**src/rtl/intr_pkg.sv**
```systemverilog
package intr_pkg;
  localparam int NUM_SRC = 12;
  localparam int ABRT_W  = 13;
  localparam int ADDR_W  = 5;
  localparam int DATA_W  = 16;
  localparam int IDX_W   = $clog2(NUM_SRC);

  localparam logic [NUM_SRC-1:0] LEVEL_SRC  = 12'h014;
  localparam logic [NUM_SRC-1:0] MASK_RESET = 12'h254;
  localparam logic [ABRT_W-1:0]  ABRT_VALID = 13'h1EBF;

  localparam int SRC_TX_ABRT = 6;

  localparam logic [ADDR_W-1:0] A_RAW     = 5'd0;
  localparam logic [ADDR_W-1:0] A_MASKED  = 5'd1;
  localparam logic [ADDR_W-1:0] A_MASK    = 5'd2;
  localparam logic [ADDR_W-1:0] A_REASON  = 5'd3;
  localparam logic [ADDR_W-1:0] A_CLR_ALL = 5'd4;
  localparam logic [ADDR_W-1:0] A_CLR_ONE = 5'd16;
endpackage

```
**src/rtl/intr_sticky_bit.sv**
```systemverilog
module intr_sticky_bit (
  input  logic clk,
  input  logic rst_n,
  input  logic set_i,
  input  logic clr_i,
  output logic bit_o
);
  always_ff @(posedge clk or negedge rst_n) begin
    if (!rst_n)     bit_o <= 1'b0;
    else if (set_i) bit_o <= 1'b1;
    else if (clr_i) bit_o <= 1'b0;
  end

  assert_set_sticky_R1: assert property (@(posedge clk) disable iff (!rst_n)
    set_i |=> bit_o);
  assert_set_wins_R7: assert property (@(posedge clk) disable iff (!rst_n)
    (set_i && clr_i) |=> bit_o);
  assert_clear_R5: assert property (@(posedge clk) disable iff (!rst_n)
    (clr_i && !set_i) |=> !bit_o);
endmodule

```
**src/rtl/intr_abort_reason.sv**
```systemverilog
module intr_abort_reason
  import intr_pkg::*;
(
  input  logic              clk,
  input  logic              rst_n,
  input  logic [ABRT_W-1:0] set_i,
  input  logic              clr_i,
  output logic [ABRT_W-1:0] reason_o
);
  logic [ABRT_W-1:0] set_v;
  assign set_v = set_i & ABRT_VALID;

  always_ff @(posedge clk or negedge rst_n) begin
    if (!rst_n)     reason_o <= '0;
    else if (clr_i) reason_o <= set_v;
    else            reason_o <= reason_o | set_v;
  end

  assert_reason_hold_R9: assert property (@(posedge clk) disable iff (!rst_n)
    !clr_i |=> (($past(reason_o) & ~reason_o) == '0));
  assert_reason_clear_R9: assert property (@(posedge clk) disable iff (!rst_n)
    (clr_i && set_i == '0) |=> (reason_o == '0));
endmodule

```
**src/rtl/intr_read_mux.sv**
```systemverilog
module intr_read_mux
  import intr_pkg::*;
(
  input  logic               clk,
  input  logic               rst_n,
  input  logic               rd_en_i,
  input  logic [ADDR_W-1:0]  rd_addr_i,
  input  logic [NUM_SRC-1:0] raw_i,
  input  logic [NUM_SRC-1:0] mask_i,
  input  logic [ABRT_W-1:0]  reason_i,
  output logic [DATA_W-1:0]  rd_data_o
);
  logic [ADDR_W-1:0] off;
  logic [DATA_W-1:0] sel;

  assign off = rd_addr_i - A_CLR_ONE;

  always_comb begin
    sel = '0;
    if (rd_addr_i == A_RAW || rd_addr_i == A_CLR_ALL) sel = DATA_W'(raw_i);
    else if (rd_addr_i == A_MASKED)                   sel = DATA_W'(raw_i & mask_i);
    else if (rd_addr_i == A_MASK)                     sel = DATA_W'(mask_i);
    else if (rd_addr_i == A_REASON)                   sel = DATA_W'(reason_i);
    else if (rd_addr_i >= A_CLR_ONE && off < ADDR_W'(NUM_SRC))
      sel = DATA_W'(raw_i[off[IDX_W-1:0]]);
  end

  always_ff @(posedge clk or negedge rst_n) begin
    if (!rst_n)       rd_data_o <= '0;
    else if (rd_en_i) rd_data_o <= sel;
    else              rd_data_o <= '0;
  end
endmodule

```
**src/rtl/intr_status_top.sv**
```systemverilog
module intr_status_top
  import intr_pkg::*;
(
  input  logic               clk,
  input  logic               rst_n,
  input  logic [NUM_SRC-1:0] evt_i,
  input  logic [ABRT_W-1:0]  abrt_why_i,
  input  logic               rd_en_i,
  input  logic [ADDR_W-1:0]  rd_addr_i,
  output logic [DATA_W-1:0]  rd_data_o,
  input  logic               wr_en_i,
  input  logic [ADDR_W-1:0]  wr_addr_i,
  input  logic [NUM_SRC-1:0] wr_data_i,
  output logic               irq_o
);
  logic [NUM_SRC-1:0] raw;
  logic [NUM_SRC-1:0] mask_q;
  logic [ABRT_W-1:0]  reason;
  logic               clr_all;
  logic               clr_reason;

  assign clr_all    = rd_en_i && rd_addr_i == A_CLR_ALL;
  assign clr_reason = rd_en_i && rd_addr_i == (A_CLR_ONE + ADDR_W'(SRC_TX_ABRT));

  for (genvar g = 0; g < NUM_SRC; g++) begin : g_src
    if (LEVEL_SRC[g]) begin : g_level
      assign raw[g] = evt_i[g];
    end else begin : g_latch
      logic clr_me;
      assign clr_me = clr_all || (rd_en_i && rd_addr_i == (A_CLR_ONE + ADDR_W'(g)));
      intr_sticky_bit u_bit (
        .clk   (clk),
        .rst_n (rst_n),
        .set_i (evt_i[g]),
        .clr_i (clr_me),
        .bit_o (raw[g])
      );
    end
  end

  always_ff @(posedge clk or negedge rst_n) begin
    if (!rst_n)                             mask_q <= MASK_RESET;
    else if (wr_en_i && wr_addr_i == A_MASK) mask_q <= wr_data_i;
  end

  intr_abort_reason u_reason (
    .clk      (clk),
    .rst_n    (rst_n),
    .set_i    (abrt_why_i),
    .clr_i    (clr_reason),
    .reason_o (reason)
  );

  intr_read_mux u_rd (
    .clk       (clk),
    .rst_n     (rst_n),
    .rd_en_i   (rd_en_i),
    .rd_addr_i (rd_addr_i),
    .raw_i     (raw),
    .mask_i    (mask_q),
    .reason_i  (reason),
    .rd_data_o (rd_data_o)
  );

  assign irq_o = |(raw & mask_q);

  assert_masked_read_R3: assert property (@(posedge clk) disable iff (!rst_n)
    (rd_en_i && rd_addr_i == A_MASKED) |=> (rd_data_o == DATA_W'($past(raw) & $past(mask_q))));
  assert_mask_write_R4: assert property (@(posedge clk) disable iff (!rst_n)
    (wr_en_i && wr_addr_i == A_MASK) |=> (mask_q == $past(wr_data_i)));
  assert_clr_all_R6: assert property (@(posedge clk) disable iff (!rst_n)
    (clr_all && evt_i == '0) |=> ((raw & ~LEVEL_SRC) == '0));
endmodule

```
**config.mk**
```make
export PLATFORM = sky130hd
export DESIGN_NAME = intr_status_top
export DESIGN_NICKNAME = d
export VERILOG_FILES = /design/src/rtl/intr_pkg.sv /design/src/rtl/intr_sticky_bit.sv /design/src/rtl/intr_abort_reason.sv /design/src/rtl/intr_read_mux.sv /design/src/rtl/intr_status_top.sv
export SDC_FILE = /design/constraint.sdc
export NUM_CORES = 1
export LEC_CHECK = 0
export CAP_MARGIN = 20
export CORE_ASPECT_RATIO = 1.2
export CORE_UTILIZATION = 32
export CTS_CLUSTER_DIAMETER = 120
export DETAILED_ROUTE_END_ITERATION = 7
export GPL_ROUTABILITY_DRIVEN = 0
export PLACE_DENSITY_LB_ADDON = 0.05
export SYNTH_ARGS = -nofsm -noshare
export SYNTH_HDL_FRONTEND = slang
export SYNTH_SLANG_ARGS = --single-unit
```
**constraint.sdc**
```tcl
create_clock -name clk -period 1.78 [get_ports clk]
set_input_delay 0.267 -clock clk [delete_from_list [all_inputs] [get_ports clk]]
set_output_delay 0.267 -clock clk [all_outputs]
set_load 0.03 [all_outputs]
```
==> results.sh <==
export IMPL_p_leak_uw=0.00131
export IMPL_period_share_pct=95.6
export IMPL_reg2reg_slack_ns=0.31
export IMPL_placedCellCount=365
export IMPL_period_minus_slack_ns=1.70
export IMPL_cts_buffer_depth=2
export IMPL_cts_buffers=5
export IMPL_synth_seq_cells=46
export IMPL_cts_tree="done"
export IMPL_fin_total_pwr_uw=2440
export IMPL_status="completed"
export IMPL_routed_via_density=5.03
export IMPL_grt_max_degree=27
export IMPL_io_buffers=62
export IMPL_cpPeakStageDelay_ns=0.46
export IMPL_hpwl_microns=4570
export IMPL_critPathCaptureType="primary output"
export IMPL_grt_pass1_vias=1835
export IMPL_hold_violations=0
export IMPL_grt_usage_pct=16.8
export IMPL_antenna_cells=0
export IMPL_rr_worst_depth=4
export IMPL_clk_pin_slew_ns=0.08
export IMPL_critPathRequiredTime_ns=1.51
export IMPL_netlist_instances=198
export IMPL_die_area_sq_mm=0.00753
export IMPL_grt_pass1_wl_microns=9460
export IMPL_num_vias=1906
export IMPL_synth_area_leaders="dfrtp_1 (46%), mux2_2 (9.8%), dfstp_2 (4.6%), a21o_1 (3.9%), a32oi_1 (3.4%)"
export IMPL_path_buf_inv=1
export IMPL_cts_sinks=46
export IMPL_clock_insertion_delay_worst_skew_ns=0.30
export IMPL_syn_area_per_cell_sq_um=11.6
export IMPL_final_max_slew_viol_count=0
export IMPL_irDropWorstVdd_mv=0.467
export IMPL_cpMaxStageDelayCell="dfrtp_2"
export IMPL_r2r_end="u_rd.rd_data_o[0]$_DFF_PN0_"
export IMPL_cp_top_family="flip-flops"
export IMPL_area_growth_pct=45.2
export IMPL_ys_async_sr_fraction_pct=100
export IMPL_worstSetupPathType="reg2out"
export IMPL_synth_ff_type="dfrtp_1"
export IMPL_slew_headroom_pct=66.0
export IMPL_report_final_setup_viol=0
export IMPL_place_area_sq_mm=0.00317
export IMPL_max_cap_violations=0
export IMPL_detail_route_antenna_nets=0
export IMPL_rows=33
export IMPL_totalWireLength_microns=5960
export IMPL_setup_tns_ns=0
export IMPL_drt_iter0_drc=95
export IMPL_synth_top_area_share_pct=45.7
export IMPL_synthDistinctLibCells=38
export IMPL_netlist_area_sq_mm=0.00230
export IMPL_antenna_found_initial=0
export IMPL_cp_arrival_ns=1.43
export IMPL_start_util_pct=33.3
export IMPL_rr_startpoint="g_src[6].g_latch.u_bit.bit_o$_DFFE_PN0P_"
export IMPL_pin_count=68
export IMPL_rsz0062_at_grt="no"
export IMPL_max_freq_mhz=588
export IMPL_drc=0
export IMPL_fin_cells=379
export IMPL_tightest_slew_ns=0.510
export IMPL_fin_area_sq_mm=0.00334
export IMPL_cp_max_fo=4
export IMPL_hold_path_class="in2async"
export IMPL_die_h_microns=94.8
export IMPL_synth_edf_count=0
export IMPL_core_area_sq_mm=0.00690
export IMPL_cp_cell_sequence="a22oi_2, and4_1, nand3_1, buf_4"
export IMPL_layout_drive_gt1_share_pct=30.1
export IMPL_clock_skew_final_ns=0.00366
export IMPL_synth_largest_area_cell="dfrtp_1"
export IMPL_gr_total_overflow=0
export IMPL_fillers=664
export IMPL_h_tree_depth=2
export IMPL_die_w_microns=79.4
export IMPL_synth_common_cells="dfrtp_1 (42), mux2_2 (20), o21ai_0 (13)"
export IMPL_final_nets=342
export IMPL_first_pass_iters=4
export IMPL_root_buffer="clkbuf_8"
export IMPL_yosys_warnings=0
export IMPL_p_per_area_mw_per_mm2=730
export IMPL_critPathLaunchType="flop"
export IMPL_avgRoutedWirePerCell_microns=15.7
export IMPL_ys_seq_area_share_pct=50.3
export IMPL_yosys_cell_count_top_type="dfrtp_1"
==> cells by family after synthesis <==
family | count (synthesis) | share of synthesized area, %
compound gates | 59 | 18.6
flops | 46 | 50.3
mux | 23 | 12.7
other cells | 1 | 0.163
simple gates | 54 | 13.7
buf+inv | 15 | 4.52
==> power by group <==
part	internal, uW	leakage (uW)	switching (uW)	total, uW
Sequential	1130	0.000509	74.0	1200
Clock	413	0.0000579	353	767
Combinational	284	0.000740	185	469
==> cell usage in the layout, fill, tap and decap left out, types with 4 or more instances in the layout <==
master | Yosys | final
clkdlybuf4s50_1 | 0 | 60
dfrtp_1 | 42 | 40
buf_4 | 5 | 36
mux2_2 | 20 | 20
o21ai_0 | 13 | 13
a21o_1 | 12 | 12
nand2_1 | 12 | 12
nand3_1 | 11 | 11
and2_1 | 9 | 9
a32oi_1 | 9 | 9
a31o_2 | 7 | 7
clkbuf_8 | 0 | 5
nor2_1 | 4 | 4
a22oi_1 | 6 | 4
dfstp_2 | 4 | 4
==> layer usage <==
| metal | track usage, % | share of wire (%) |
|---|---|---|
| met3 | 3.19 | 4.2 |
| met5 | 0 | 0 |
| met1 | 23.7 | 48 |
| met4 | 5.30 | 1.1 |
| met2 | 25.8 | 47 |
==> through the flow <==
step                      setup WS (ns)  hold slack, ns  util, %
after CTS                        0.0326           0.474     47.7
after floorplan                   0.483         -0.0286        -
after detailed placement         -0.169           0.270     46.0
after global placement           -0.151           0.261     46.0
final                            0.0788           0.461     48.4
after global routing             0.0102           0.505     48.4
==> final cells by class <==
class,instances,area (sq um),area share (%)
Clock buffer,5,68.8,2.06
Multi-Input combinational cell,139,1060,31.6
Clock inverter,3,40.0,1.20
Sequential cell,46,1160,34.7
Tap cell,87,109,3.26
Timing Repair Buffer,99,906,27.1
==> what timing repair did <==
action / 4_1_cts / 5_1_grt
hold buffers: 1 / 0
hold endpoints to repair: 19 / 0
setup endpoints to repair: 0 / 1
gates resized for setup: 0 / 4
setup buffers: 0 / 5
==> worst max path at each step <==
stage                                              from  depth (start not counted)                                  endpoint  slack [ns]
2_1_floorplan                              rd_addr_i[3]                          4  g_src[6].g_latch.u_bit.bit_o$_DFFE_PN0P_        0.48
3_3_place_gp                               rd_addr_i[0]                          6               u_rd.rd_data_o[1]$_DFF_PN0_       -0.15
3_5_place_dp                               rd_addr_i[1]                          5            u_reason.reason_o[0]$_DFF_PN0_       -0.17
4_1_cts        g_src[8].g_latch.u_bit.bit_o$_DFFE_PN0P_                          4                                     irq_o        0.03
5_1_grt                           mask_q[5]$_DFFE_PN0P_                          4                                     irq_o        0.01
6_report       g_src[8].g_latch.u_bit.bit_o$_DFFE_PN0P_                          4                                     irq_o        0.08
==> state kept, by name, indices dropped and copies added, names as in the netlist <==
signal                     flops
g_src.g_latch.u_bit.bit_o     10
mask_q                        12
u_rd.rd_data_o                13
u_reason.reason_o             11
No activity file was read; power rests on OpenSTA's default activity.
